### src/rtl/gtm_pkg.sv
package gtm_pkg;
  localparam int ADDR_W = 5;

  localparam logic [ADDR_W-1:0] OFS_CNT_LO = 5'h00;
  localparam logic [ADDR_W-1:0] OFS_CNT_HI = 5'h04;
  localparam logic [ADDR_W-1:0] OFS_CTRL   = 5'h08;
  localparam logic [ADDR_W-1:0] OFS_STAT   = 5'h0C;
  localparam logic [ADDR_W-1:0] OFS_CMP_LO = 5'h10;
  localparam logic [ADDR_W-1:0] OFS_CMP_HI = 5'h14;
  localparam logic [ADDR_W-1:0] OFS_STEP   = 5'h18;

  // Control bits, LSB first: run, compare enable, interrupt enable, auto-step
  typedef struct packed {
    logic auto_step;
    logic irq_en;
    logic cmp_en;
    logic run;
  } ctrl_t;

  localparam int CTRL_W = $bits(ctrl_t);
endpackage

### src/rtl/gtm_rst_sync.sv
module gtm_rst_sync #(
  parameter int STAGES = 2
) (
  input  logic clk_i,
  input  logic rst_ni,
  output logic rst_sync_no
);
  logic [STAGES-1:0] shift_q;

  always_ff @(posedge clk_i or negedge rst_ni) begin
    if (!rst_ni) shift_q <= '0;
    else         shift_q <= {shift_q[STAGES-2:0], 1'b1};
  end

  assign rst_sync_no = shift_q[STAGES-1];
endmodule

### src/rtl/gtm_counter.sv
module gtm_counter #(
  parameter  int HALF_W = 32,
  localparam int CNT_W  = 2 * HALF_W
) (
  input  logic             clk_i,
  input  logic             rst_ni,
  input  logic             run_i,
  output logic [CNT_W-1:0] cnt_o
);
  logic [HALF_W-1:0] lo_q, lo_d, hi_q, hi_d;
  logic              lo_wrap;

  always_comb begin
    lo_wrap = (lo_q == '1);
    lo_d    = lo_q + HALF_W'(1);
    hi_d    = lo_wrap ? hi_q + HALF_W'(1) : hi_q;
  end

  always_ff @(posedge clk_i or negedge rst_ni) begin
    if (!rst_ni) begin
      lo_q <= '0;
      hi_q <= '0;
    end else if (run_i) begin
      lo_q <= lo_d;
      hi_q <= hi_d;
    end
  end

  assign cnt_o = {hi_q, lo_q};


  cnt_step_chk: assert property (@(posedge clk_i) disable iff (!rst_ni)
    run_i |=> (cnt_o == $past(cnt_o) + CNT_W'(1)));


  cnt_hold_chk: assert property (@(posedge clk_i) disable iff (!rst_ni)
    !run_i |=> $stable(cnt_o));


  cnt_carry_chk: assert property (@(posedge clk_i) disable iff (!rst_ni)
    (run_i && (cnt_o[HALF_W-1:0] == '1)) |=>
      ((cnt_o[HALF_W-1:0] == '0) &&
       (cnt_o[CNT_W-1:HALF_W] == $past(cnt_o[CNT_W-1:HALF_W]) + HALF_W'(1))));
endmodule

### src/rtl/gtm_compare.sv
module gtm_compare #(
  parameter  int HALF_W = 32,
  localparam int CNT_W  = 2 * HALF_W
) (
  input  logic              clk_i,
  input  logic              rst_ni,
  input  logic              cmp_en_i,
  input  logic              irq_en_i,
  input  logic              auto_step_i,
  input  logic [CNT_W-1:0]  cnt_i,
  input  logic [HALF_W-1:0] wdata_i,
  input  logic              wr_cmp_lo_i,
  input  logic              wr_cmp_hi_i,
  input  logic              wr_step_i,
  input  logic              clr_pend_i,
  output logic [CNT_W-1:0]  cmp_o,
  output logic [HALF_W-1:0] step_o,
  output logic              pend_o,
  output logic              irq_o
);
  logic [CNT_W-1:0]  cmp_q, cmp_d;
  logic [HALF_W-1:0] step_q;
  logic              pend_q, pend_d;
  logic              irq_q, irq_d;
  logic              match, do_step, cmp_load;

  // Match is the unsigned reach-or-pass test on the full width
  always_comb begin
    match    = cmp_en_i && (cnt_i >= cmp_q);
    do_step  = match && auto_step_i;
    cmp_load = do_step || wr_cmp_lo_i || wr_cmp_hi_i;

    cmp_d = cmp_q;
    if (do_step) cmp_d = cmp_q + {{HALF_W{1'b0}}, step_q};
    if (wr_cmp_lo_i) cmp_d[HALF_W-1:0]     = wdata_i;
    if (wr_cmp_hi_i) cmp_d[CNT_W-1:HALF_W] = wdata_i;

    pend_d = pend_q;
    if (clr_pend_i) pend_d = 1'b0;
    if (match)      pend_d = 1'b1;

    irq_d = match && !pend_q && irq_en_i;
  end

  always_ff @(posedge clk_i or negedge rst_ni) begin
    if (!rst_ni)       cmp_q <= '0;
    else if (cmp_load) cmp_q <= cmp_d;
  end

  always_ff @(posedge clk_i or negedge rst_ni) begin
    if (!rst_ni)        step_q <= '0;
    else if (wr_step_i) step_q <= wdata_i;
  end

  always_ff @(posedge clk_i or negedge rst_ni) begin
    if (!rst_ni) begin
      pend_q <= 1'b0;
      irq_q  <= 1'b0;
    end else begin
      pend_q <= pend_d;
      irq_q  <= irq_d;
    end
  end

  assign cmp_o  = cmp_q;
  assign step_o = step_q;
  assign pend_o = pend_q;
  assign irq_o  = irq_q;


  pend_sticky_chk: assert property (@(posedge clk_i) disable iff (!rst_ni)
    (pend_q && !clr_pend_i) |=> pend_q);


  no_match_off_chk: assert property (@(posedge clk_i) disable iff (!rst_ni)
    (!cmp_en_i && !pend_q) |=> !pend_q);


  irq_edge_chk: assert property (@(posedge clk_i) disable iff (!rst_ni)
    irq_q |-> (pend_q && !$past(pend_q) && $past(irq_en_i)));


  irq_single_chk: assert property (@(posedge clk_i) disable iff (!rst_ni)
    irq_q |=> !irq_q);


  cmp_advance_chk: assert property (@(posedge clk_i) disable iff (!rst_ni)
    (cmp_en_i && auto_step_i && (cnt_i >= cmp_q) && !wr_cmp_lo_i && !wr_cmp_hi_i) |=>
      (cmp_q == $past(cmp_q) + {{HALF_W{1'b0}}, $past(step_q)}));
endmodule

### src/rtl/gtm_regif.sv
module gtm_regif
  import gtm_pkg::*;
#(
  parameter  int HALF_W = 32,
  localparam int CNT_W  = 2 * HALF_W
) (
  input  logic              clk_i,
  input  logic              rst_ni,
  input  logic              wr_en_i,
  input  logic [ADDR_W-1:0] addr_i,
  input  logic [HALF_W-1:0] wdata_i,
  input  logic [CNT_W-1:0]  cnt_i,
  input  logic [CNT_W-1:0]  cmp_i,
  input  logic [HALF_W-1:0] step_i,
  input  logic              pend_i,
  output ctrl_t             ctrl_o,
  output logic [HALF_W-1:0] wdata_o,
  output logic              wr_cmp_lo_o,
  output logic              wr_cmp_hi_o,
  output logic              wr_step_o,
  output logic              clr_pend_o,
  output logic [HALF_W-1:0] rdata_o
);
  ctrl_t ctrl_q, ctrl_d;
  logic  wr_ctrl;

  always_comb begin
    wr_ctrl     = wr_en_i && (addr_i == OFS_CTRL);
    wr_cmp_lo_o = wr_en_i && (addr_i == OFS_CMP_LO);
    wr_cmp_hi_o = wr_en_i && (addr_i == OFS_CMP_HI);
    wr_step_o   = wr_en_i && (addr_i == OFS_STEP);
    clr_pend_o  = wr_en_i && (addr_i == OFS_STAT) && wdata_i[0];
    ctrl_d      = ctrl_t'(wdata_i[CTRL_W-1:0]);
  end

  always_ff @(posedge clk_i or negedge rst_ni) begin
    if (!rst_ni)      ctrl_q <= '0;
    else if (wr_ctrl) ctrl_q <= ctrl_d;
  end

  always_comb begin
    unique case (addr_i)
      OFS_CNT_LO: rdata_o = cnt_i[HALF_W-1:0];
      OFS_CNT_HI: rdata_o = cnt_i[CNT_W-1:HALF_W];
      OFS_CTRL:   rdata_o = {{(HALF_W-CTRL_W){1'b0}}, ctrl_q};
      OFS_STAT:   rdata_o = {{(HALF_W-1){1'b0}}, pend_i};
      OFS_CMP_LO: rdata_o = cmp_i[HALF_W-1:0];
      OFS_CMP_HI: rdata_o = cmp_i[CNT_W-1:HALF_W];
      OFS_STEP:   rdata_o = step_i;
      default:    rdata_o = '0;
    endcase
  end

  assign ctrl_o  = ctrl_q;
  assign wdata_o = wdata_i;


  ctrl_keep_chk: assert property (@(posedge clk_i) disable iff (!rst_ni)
    !(wr_en_i && (addr_i == OFS_CTRL)) |=> $stable(ctrl_o));


  unmapped_zero_chk: assert property (@(posedge clk_i) disable iff (!rst_ni)
    (addr_i > OFS_STEP) |-> (rdata_o == '0));
endmodule

### src/rtl/gtm_global_timer.sv
module gtm_global_timer
  import gtm_pkg::*;
#(
  parameter  int HALF_W = 32,
  localparam int CNT_W  = 2 * HALF_W
) (
  input  logic              clk_i,
  input  logic              rst_ni,
  input  logic              wr_en_i,
  input  logic [ADDR_W-1:0] addr_i,
  input  logic [HALF_W-1:0] wdata_i,
  output logic [HALF_W-1:0] rdata_o,
  output logic              irq_o
);
  logic              rst_n_int;
  ctrl_t             ctrl;
  logic [CNT_W-1:0]  cnt, cmp;
  logic [HALF_W-1:0] step, wdata;
  logic              pend, wr_cmp_lo, wr_cmp_hi, wr_step, clr_pend;

  gtm_rst_sync #(.STAGES(2)) u_rst (
    .clk_i       (clk_i),
    .rst_ni      (rst_ni),
    .rst_sync_no (rst_n_int)
  );

  gtm_counter #(.HALF_W(HALF_W)) u_cnt (
    .clk_i  (clk_i),
    .rst_ni (rst_n_int),
    .run_i  (ctrl.run),
    .cnt_o  (cnt)
  );

  gtm_regif #(.HALF_W(HALF_W)) u_regs (
    .clk_i       (clk_i),
    .rst_ni      (rst_n_int),
    .wr_en_i     (wr_en_i),
    .addr_i      (addr_i),
    .wdata_i     (wdata_i),
    .cnt_i       (cnt),
    .cmp_i       (cmp),
    .step_i      (step),
    .pend_i      (pend),
    .ctrl_o      (ctrl),
    .wdata_o     (wdata),
    .wr_cmp_lo_o (wr_cmp_lo),
    .wr_cmp_hi_o (wr_cmp_hi),
    .wr_step_o   (wr_step),
    .clr_pend_o  (clr_pend),
    .rdata_o     (rdata_o)
  );

  gtm_compare #(.HALF_W(HALF_W)) u_cmp (
    .clk_i       (clk_i),
    .rst_ni      (rst_n_int),
    .cmp_en_i    (ctrl.cmp_en),
    .irq_en_i    (ctrl.irq_en),
    .auto_step_i (ctrl.auto_step),
    .cnt_i       (cnt),
    .wdata_i     (wdata),
    .wr_cmp_lo_i (wr_cmp_lo),
    .wr_cmp_hi_i (wr_cmp_hi),
    .wr_step_i   (wr_step),
    .clr_pend_i  (clr_pend),
    .cmp_o       (cmp),
    .step_o      (step),
    .pend_o      (pend),
    .irq_o       (irq_o)
  );
endmodule

### config.mk
export PLATFORM = sky130hd
export DESIGN_NAME = gtm_global_timer
export DESIGN_NICKNAME = d
export VERILOG_FILES = /design/src/rtl/gtm_pkg.sv /design/src/rtl/gtm_rst_sync.sv /design/src/rtl/gtm_counter.sv /design/src/rtl/gtm_compare.sv /design/src/rtl/gtm_regif.sv /design/src/rtl/gtm_global_timer.sv
export SDC_FILE = /design/constraint.sdc
export NUM_CORES = 1
export LEC_CHECK = 0
export ABC_AREA = 1
export BUFFER_PORTS_ARGS = -buffer_cell sky130_fd_sc_hd__buf_2
export CORE_ASPECT_RATIO = 0.6
export CORE_MARGIN = 2
export CORE_UTILIZATION = 30
export DETAILED_ROUTE_END_ITERATION = 16
export PLACE_DENSITY_LB_ADDON = 0.05
export SLEW_MARGIN = 10
export SYNTH_ARGS = -nofsm -noshare
export SYNTH_HDL_FRONTEND = slang
export SYNTH_HIERARCHICAL = 1
export SYNTH_SLANG_ARGS = --single-unit
### constraint.sdc
create_clock -name clk_i -period 5.3 [get_ports clk_i]
set_input_delay 0.265 -clock clk_i [delete_from_list [all_inputs] [get_ports clk_i]]
set_output_delay 0.265 -clock clk_i [all_outputs]
set_load 0.02 [all_outputs]
# Yosys cells after proc, flatten, opt, wreduce, memory -nomap -nowiden
# Index checks and enable logic that the tools add are counted.
# op_classes
addsub	3
n_lt_le_gt_ge	1
n_eq_ne	7
n_mux	6
reduce_logical	20
# ops
cell	n
$pmux W32 S7	1
$add A32 B1 Y32 const B	2
$add A64 B32 Y64	1
$ge A64 B64 Y1	1
$mux W32	2
$mux W64	1
$eq A32 B32 Y1 const B	1
$eq A5 B5 Y1 const B	3
$eq A5 B4 Y1 const B	2
$logic_and A1 B1 Y1	10
$reduce_and A2 Y1	3
$reduce_bool A2 Y1	3
$eq A5 B3 Y1 const B	1
$logic_not A5 Y1	1
$logic_or A1 B1 Y1	2
$mux W1	2
$logic_not A1 Y1	1
# totals
register_bits	168
inputBits	40
output_inout_bits	33
elab_cells	49

# Depth between registers and ports, before layout
# Gate-level depths: netlist (run 1).
# logic_depth
depth_word	6
ltp_mapped	19
depth_no_buf	18

# By module
# The synthesis (run 1) kept the hierarchy.
# by_module_without_submodules
module	n_inst	cells_per_inst	area_each_um2	seq_area_each_um2
gtm_compare	1	1670	10341.2	2452.4
gtm_counter	1	572	3881.2	1601.5
gtm_regif	1	465	2252.2	100.1
gtm_rst_sync	1	3	53.8	50.0

# Worst setup path after synthesis (run 1)
# Ideal clock, no wire load.
# synth_timing
path_kind	register -> register
from	reg u_cmp.cmp_q[0] (netlist: u_cmp/cmp_o[0])
to	reg u_cmp.cmp_q[48] (netlist: u_cmp/cmp_o[48])
setup_time_ps	117
t_arrival_ps	2011
required_time_ps	5183
path_slack_ps	3172
stages_incl_launch_ff	18
path_buffers	0
period_less_slack_ps	2128
cell_sequence	dfrtp_1 -> ha_1 -> inv_1 -> fa_1 -> inv_1 -> nand3_1 -> nand3_1 -> nand2_1 -> nand2_1 -> nand2_1 -> nand2_1 -> nand2_1 -> nand2_1 -> nand3_1 -> nand3_1 -> nand2_1 -> nand2_1 -> nand2_1
# synth_between
elab_chain_cells	6
word_cells_on_any_way	10
cone_classes	add/sub: 1; order compare: 1; mux: 2; reduce/logical: 6
# synth_rtl
element	line	source
start: declaration	gtm_compare.sv:21	logic [CNT_W-1:0] cmp_q, cmp_d;
start signal: assignment	gtm_compare.sv:47	else if (cmp_load) cmp_q <= cmp_d;
$ge A64 B64 Y1	gtm_compare.sv:29	match = cmp_en_i && (cnt_i >= cmp_q);
$logic_and A1 B1 Y1	gtm_compare.sv:29	
$logic_and A1 B1 Y1	gtm_compare.sv:30	do_step = match && auto_step_i;
$logic_or A1 B1 Y1 (2 in series)	gtm_compare.sv:31	cmp_load = do_step || wr_cmp_lo_i || wr_cmp_hi_i;
$reduce_and A2 Y1 (no source line)	-	
# Parallel ways exist; a longest one is shown, timed or not. The select of a mux whose other input is x is not followed.
# A chain may end at the register's enable or synchronous reset.

# Final worst setup path (run 1)
# layout_timing
from	reg u_cmp.cmp_q[15] (netlist: u_cmp/cmp_o[15])
to	reg u_cmp.cmp_q[16] (netlist: u_cmp/cmp_o[16])
# The elaborated chain is that of the path after synthesis.

==> summary.md, run 1 <==
| Metric | Value |
|---|---|
| Number of flops mapped to enable cells by yosys | `0` |
| Port bufs | `72` |
| Worst-path maximum fanout | `32` |
| Wire length of the first global-routing pass | `112000 um` |
| Antenna viol nets, final | `0` |
| Starting Density | `a little over 30%` |
| FP Rows | `66` |
| GPL Wtd Cong | `~0.96` |
| Final count of negative-setup-slack endpoints | `0` |
| DR vias | `between 15k and 20k` |
| Minimum clock period | `between 3 and 4 ns` |
| Pre-CTS setup slack | `1.72 ns` |
| Die ar. | `0.0570 mm2` |
| Detailed router's first-iteration violation count | `between 1.5k and 2k` |
| Slew headroom | `16.9%` |
| Setup_tns | `0 ns` |
| Final hold vios | `0` |
| CTS buffer count | `17` |
| Commonest non-fill, non-tap cell in the layout | `nand2_1` |
| Antenna Cells | `0` |
| Worst VDD drop | `around 230 uV` |
| WL/cell | `~23 um` |
| Post-DP HPWL | `around 63000 um` |
| Ports | `between 70 and 80` |
| Crit end category | `flop` |
| Largest net degree at the start of global routing | `120` |
| Area growth syn-to-layout | `8.33%` |
| Residual DRC count | `0` |
| Startpoint types | `flop` |
| YS warnings | `6` |
| Syn Area/Cell | `about 6.1 um2` |
| Clk root buf | `clkbuf_16` |
| Initial antenna violation count | `2` |
| Dominant synthesized flop cell | `dfrtp_1` |
| Leakage power | `between 9 and 10 nW` |
| Status | `finished clean` |
| Synth Register Bits | `between 150 and 200` |
| Worst setup margin | `1.66 ns` |
| TritonCTS clock tree | `built` |
| Gr usage total | `27.5%` |
| Max-Cap Viols | `0` |
| Worst-Skew Late Latency | `between 0.4 and 0.5 ns` |
| Vias per cell | `5.04` |
| Nets | `2855` |
| Fmax | `roughly 270 MHz` |
| Die Y | `186 um` |
| # fillers | `6108` |
| Die Wd | `between 300 and 400 um` |
| Ys async rst share | `100%` |
| Worst slew pin tran | `between 1 and 1.5 ns` |
| Final period utilization | `roughly two thirds` |
| H-tree depth | `4` |
| Synthesized area | `about 0.017 mm2` |
| P per Cell Area | `about 350 mW/mm2` |
| Skew final | `roughly 0.014 ns` |
| Postcts setup bufs | `0` |
| Cells after Synth | `around 2.7k` |
| Layout cells sized above 1 | `between 8 and 9%` |
| Clk buf depth | `2` |
| Final Slew Violations | `0` |
| RSZ-0062 raised after global routing | `no` |
| Worst EP arrival | `~4.1 ns` |
| Hold Crit Class | `primary input to flop` |
| Drt total wl | `slightly below 80000 um` |
| Sequential area share after synthesis | `roughly 25%` |
| Clock sinks | `168` |
| Pre-antenna DRT Iters | `6` |
| Critical setup path kind | `flop to flop` |
| CORE AREA | `0.0543 mm2` |
| Clock transition at path regs | `roughly 0.080 ns` |
| Vias in the first global route | `15.5k` |
| Most frequent cells in the layout | `1047 x nand2_1, 400 x inv_1, 266 x nor2_1` |
| Netlist cell types | `40` |
| Crit path required time | `between 5 and 6 ns` |
| Post-Syn Nets | `~2.8k` |
| Overflow after GRT | `0` |
## critical path, cell delays in order (launching register included)
cell     delay [ns]
dfrtp_1        0.50
inv_1          0.09
ha_1           0.30
nand2_1        0.09
nor2_2         0.19
nand3_1        0.11
nor2_1         0.12
nor2_1         0.04
nand2_1        0.23
nand2_1        0.08
nand2_1        0.08
nand2_1        0.06
nand2_2        0.14
nand3_4        0.39
nand2_2        0.84
nand2_1        0.14
nand2_1        0.10
## cells by family (layout without fill, tap and decap cells)
family,Yosys count,after routing,share of synthesized area (%)
muxes,31,31,2.11
and+or+nand+nor,1715,1715,44.6
AOI/OAI and AO/OA,117,117,3.72
DFF,168,168,25.4
xor gates and xnor gates,61,61,3.23
buffers and inverters,518,536,13.3
other,1,1,0.0227
adders and majority gates,99,99,7.54
## cells in the mapped netlist, types with 6 or more instances
cell type,n,area share (%)
nand2_1,1047,24
inv_1,402,9.1
nor2_1,269,6.1
nand3_1,189,5.7
dfrtp_1,168,25
nand4_1,111,4.2
ha_1,98,7.4
a21oi_1,46,1.4
xnor2_1,45,2.4
o21ai_0,42,1.3
buf_4,41,1.9
mux2_2,31,2.1
buf_2,26,0.79
clkbuf_1,20,0.45
nor2_2,19,0.72
nand3_2,18,1.1
o21ai_1,18,0.55
xor2_1,16,0.85
buf_1,13,0.30
nor3_1,13,0.39
nand3b_1,10,0.45
buf_6,9,0.61
nor2_4,8,0.55
inv_2,7,0.16
nand2_2,6,0.23
## worst paths after layout
| check | endpoint | from | slack, ns | cells after the start |
|---|---|---|---|---|
| setup / recovery | u_cmp/cmp_o[16] | u_cmp/cmp_o[15] | 1.66 | 16 |
| hold / removal | u_cmp/step_o[27] | wdata_i[27] | 0.06 | 2 |
| setup reg to reg | u_cmp/cmp_o[16] | u_cmp/cmp_o[15] | 1.66 | 16 |
| hold reg to reg | u_rst/shift_q[1] | u_rst/shift_q[0] | 0.35 | 0 |
| max in group asynchronous | u_cmp/step_o[22] | u_rst/shift_q[1] | 3.66 | 1 |
| min in group asynchronous | u_rst/shift_q[1] | rst_ni | 0.11 | 2 |
## timing repair
item | in CTS | in global routing
hold endpoints to repair | 2 | 0
hold buffers | 1 | 0
resized for setup | 0 | 0
## area by class of cell
type	instances	area, um2	share of cell area (%)
clock buffers	20	457	2.55
well taps	714	893	4.99
flip-flops and latches	168	4210	23.5
inverters	409	1540	8.57
multi-input cells	2024	10100	56.6
repair buffers	96	556	3.10
clock inverters	11	114	0.636
## through the flow
stage          hold WS, ns  utilization (%)  std cells  instance area [um2]  power, mW
2_1_floorplan      -0.0306                -       2710                16500       3.80
3_3_place_gp        0.0503             31.9       3410                17300       4.97
6_report            0.0553             33.0       3442                17900       6.35
3_5_place_dp        0.0520             31.9       3410                17300       4.98
5_1_grt             0.0650             33.0       3442                17900       6.81
4_1_cts             0.0401             33.0       3442                17900       6.33
## metal layers
| layer | up-vias | routed length [um] | global-route usage (%) |
|---|---|---|---|
| met5 | - | 0 | 0 |
| met4 | 0 | 917 | 4.45 |
| met3 | 40 | 6500 | 5.41 |
| met2 | 682 | 29600 | 37.3 |
| met1 | 8198 | 41300 | 44.2 |
| li1 | 8425 | - | - |
## power breakdown
| group | total, mW | internal (mW) | switching [mW] |
|---|---|---|---|
| registers | 1.95 | 1.50 | 0.454 |
| logic | 3.07 | 0.986 | 2.09 |
| clock network | 1.32 | 0.679 | 0.643 |
| total | 6.35 | 3.16 | 3.18 |
## flip-flops by register name, summed over array words and instances (netlist names)
signal         count
u_cmp/cmp_o       64
u_cmp/irq_o        1
u_cmp/pend_o       1
u_cmp/step_o      32
u_cnt/hi_q        32
u_cnt/lo_q        32
u_regs/ctrl_o      4
u_rst/shift_q      2
Note: power is estimated with default switching activity, not from simulation.
==> inputs of run 2 (changes only) <==
Settings changed: ABC_AREA 1 to 0.
Clock period 5.3 ns to 3.8 ns, I/O delays scaled along.
==> run 2 against run 1 <==
  * Setup slack lost 1.4 ns
  * Clock skew up 0.0049 ns
  * Area after synthesis shrank 23%
  * Via count is 37% lower
  * Non-clock buffer count increased by 44
  * Core utilization rose by 1.7 points
  * Global-route usage decreased by 5.7 points
  * Flip-flop and latch count stayed put
  * Fmax up 2.1%
  * Clock power up 49%
  * Hold slack worse by 0.035 ns
  * Wire length decreased by 39%
  * Largest power group unchanged
==> summary.md, run 2 <==
| Metric | Value |
|---|---|
| Status | `finished clean` |
| YS warnings | `6 (unchanged)` |
| TritonCTS clock tree | `built` |
| Commonest non-fill, non-tap cell in the layout | `dfrtp_1` |
| Dominant synthesized flop cell | `dfrtp_1` |
| Synth area leaders | `dfrtp_1 33%, ha_1 9.6%, xnor2_1 4.3%` |
| Vias per cell | `5.34 (+5.9%)` |
| Stages on the worst setup path | `12 (-4)` |
| Leakage power | `6.75 nW (-30%)` |
| Residual DRC count | `0 (unchanged)` |
| Minimum clock period | `3.56 ns (-0.0751 ns)` |
| Worst VDD drop | `259 uV (+11%)` |
| Synth area leader | `dfrtp_1` |
| Hold Crit Start | `wdata_i[3]` |
| Worst slew pin tran | `1.14 ns (-0.108 ns)` |
| Worst setup margin | `0.236 ns (-1.42 ns)` |
| Initial antenna violation count | `0 (-2)` |
| DR vias | `10.9k (-37%)` |
| Crit path required time | `4.10 ns (-1.62 ns)` |
| Fmax | `281 MHz (+2.1%)` |
| Startpoint types | `flop` |
| Clock transition at path regs | `0.07 ns (about the same)` |
| CTS buffer count | `17 (unchanged)` |
| Gr usage total | `21.8% (-5.7 points)` |
| Ys async rst share | `100% (unchanged)` |
| Drt total wl | `47700 um (-39%)` |
| WL/cell | `23.3 um (+2.6%)` |
| Slew headroom | `23.4% (+6.5 points)` |
| Crit end category | `flop` |
| Ports | `73 (unchanged)` |
| Max-Cap Viols | `0 (unchanged)` |
| PostCTS Resize Cnt | `0 (unchanged)` |
| Reg2reg start | `u_cmp/cmp_o[0]` |
| Number of flip-flops in the largest register | `64 (unchanged)` |
| CORE AREA | `0.0419 mm2 (-23%)` |
| Worst EP arrival | `3.87 ns (-0.19 ns)` |
| Area growth syn-to-layout | `13.7%` |
| Area share of the largest cell type after synthesis | `33.0% (+7.6 points)` |
| FP Rows | `58 (-12%)` |
| Wire length of the first global-routing pass | `70900 um (-37%)` |
| Final count of negative-setup-slack endpoints | `0 (unchanged)` |
| Overflow after GRT | `0 (unchanged)` |
| Cell Area, Placed | `0.0138 mm2 (-20%)` |
| Skew final | `0.0192 ns (+0.00491 ns)` |
| Reg2reg setup slack | `0.24 ns (-1.42 ns)` |
| Port bufs | `72 (unchanged)` |
| RR Endpoint | `u_cmp/cmp_o[34]` |
| Top Family by Delay on Critical Path | `compound AO/OA/AOI/OAI gates` |
| Final period utilization | `93.8% (+25 points)` |
| Count leader, synth | `dfrtp_1` |
| GPL Wtd Cong | `0.871 (-9.0%)` |
| Cell Count Post-Placement | `2010 (-41%)` |
| Critical setup path kind | `flop to flop` |
| Crit-path slowest cell | `nor4_1` |
| Antenna viol nets, final | `0 (unchanged)` |
| Worst-Skew Late Latency | `0.45 ns (-0.03 ns)` |
| Final hold vios | `0 (unchanged)` |
| Leading cell types by count after synthesis | `168 x dfrtp_1, 127 x nand2_1, 114 x inv_1` |
| Post-Syn Nets | `1537 (-46%)` |
| Cells after Synth | `1398 (-48%)` |
| Synth Register Bits | `168 (unchanged)` |
| Largest net degree at the start of global routing | `64 (-47%)` |
| P per Cell Area | `492 mW/mm2 (+39%)` |
| Layout cells sized above 1 | `17.0% (+8.4 points)` |
| Hold Crit Class | `primary input to flop` |
| Synthesized area | `0.0127 mm2 (-23%)` |
| Sequential area share after synthesis | `33.0% (+7.6 points)` |
| Syn Area/Cell | `9.12 um2 (+49%)` |
| Cell breakdown of the critical path | `ha_1, inv_1, fa_1, nand2b_1, a21oi_1, o41a_1, a32o_1, a41o_2, a41oi_4, nor4_1, xnor2_1, o21ai_0` |
| Die ar. | `0.0442 mm2 (-23%)` |
| Pre-CTS setup slack | `0.246 ns (-1.48 ns)` |
| Crit path buffers/inverters | `1 (unchanged)` |
| Hold EP | `u_regs/ctrl_o[3]` |
| # fillers | `4402 (-28%)` |
| Pre-antenna DRT Iters | `5 (-1)` |
| Postcts setup bufs | `0 (unchanged)` |
| RSZ-0062 raised after global routing | `no` |
| Die Y | `164 um (-12%)` |
| Worst Reg-to-Reg Cells | `12 (-4)` |
| Clk buf depth | `2 (unchanged)` |
| Multi-input logic area | `0.00757 mm2 (-25%)` |
| Final Slew Violations | `0 (unchanged)` |
| Finished Layout Cells | `2045 (-41%)` |
| Worst-path maximum fanout | `15 (-53%)` |
| Clock sinks | `168 (unchanged)` |
| Die Wd | `270 um (-12%)` |
| Netlist cell types | `82 (+110%)` |
| Most frequent cells in the layout | `167 x dfrtp_1, 127 x nand2_1, 114 x inv_1` |
| Post-route cell area | `0.0145 mm2 (-19%)` |
| H-tree depth | `4 (unchanged)` |
| Core Util, Final | `34.6% (+1.7 points)` |
| Hold Worst Slack | `0.0204 ns (-0.0349 ns)` |
| Vias in the first global route | `10.5k (-32%)` |
| Nets | `1601 (-44%)` |
| Clk root buf | `clkbuf_16` |
| Reg area | `0.00421 mm2 (unchanged)` |
| Hold path depth | `2 (unchanged)` |
| Setup_tns | `0 ns (unchanged)` |
| Starting Density | `30.4% (about the same)` |
| Number of flops mapped to enable cells by yosys | `0 (unchanged)` |
| Post-DP HPWL | `36700 um (-42%)` |
| Total power | `7.14 mW (+12%)` |
| Detailed router's first-iteration violation count | `939 (-51%)` |
| Crit path largest cell delay | `0.59 ns (-0.25 ns)` |
-- run 2: cell types whose count changed after synthesis, sizes merged, moves of 34 or more --
cell,change
inv,-295
nor2,-222
nand2,-927
nand4,-77
mux2i,+38
nand3,-162
xor2,+34
-- run 2: metal layers --
metal | wire length [um] | part of all wire (%) | GRT usage [%] | vias to the layer above
li1 | - | - | - | 5179
met1 | 25400 | 53 | 33.7 | 5449
met2 | 19500 | 41 | 31.5 | 254
met3 | 2150 | 4.5 | 3.37 | 31
met4 | 665 | 1.4 | 4.62 | 0
met5 | 0 | 0 | 0 | -
-- run 2: area by class of cell --
| class | count | area share [%] |
|---|---|---|
| inverters | 115 | 2.98 |
| repair buffers | 140 | 6.49 |
| diodes | 1 | 0.0173 |
| well taps | 570 | 4.92 |
| flip-flops and latches | 168 | 29.0 |
| clock inverters | 10 | 1.16 |
| clock buffers | 21 | 3.18 |
| multi-input cells | 1020 | 52.2 |
-- run 2: cells by family after synthesis --
logic type	count (synthesis)	synth area share [%]
simple gates	415	17.3
compound gates	310	17.2
buf+inv	210	7.79
flops	168	33.0
xor+xnor	112	7.70
fa+ha+maj	99	9.78
mux	83	7.28
other cells	1	0.0294
-- run 2: how the worst max path moves through the flow --
stage                           end      startpoint  slack (ns)
floorplan           u_cmp/cmp_o[60]  u_cmp/cmp_o[0]        0.83
global placement    u_cmp/cmp_o[58]  u_cmp/cmp_o[0]        0.31
detailed placement  u_cmp/cmp_o[58]  u_cmp/cmp_o[0]        0.25
CTS                 u_cmp/cmp_o[58]  u_cmp/cmp_o[0]        0.23
global route        u_cmp/cmp_o[58]  u_cmp/cmp_o[0]        0.02
finish              u_cmp/cmp_o[34]  u_cmp/cmp_o[0]        0.24
-- run 2: timing repair --
| action | CTS | global route |
|---|---|---|
| hold buffers | 3 | 0 |
| endpoints found under the setup margin | 0 | 0 |
| hold endpoints to repair | 5 | 0 |
-- run 2: power breakdown --
| group | internal, mW | leakage (nW) | switching [mW] |
|---|---|---|---|
| Combinational | 1.13 | 4.36 | 1.64 |
| Clock | 1.14 | 0.304 | 0.826 |
| Sequential | 2.07 | 2.09 | 0.344 |
| Total | 4.33 | 6.75 | 2.81 |
-- run 2: worst register-to-register path: cells and delay by family, from the launching register on --
kind | cells | cell delay, ns
simple gates | 2 | 0.79
compound gates | 6 | 1.43
fa+ha+maj | 2 | 0.57
flops | 1 | 0.40
buf+inv | 1 | 0.06
xor+xnor | 1 | 0.18
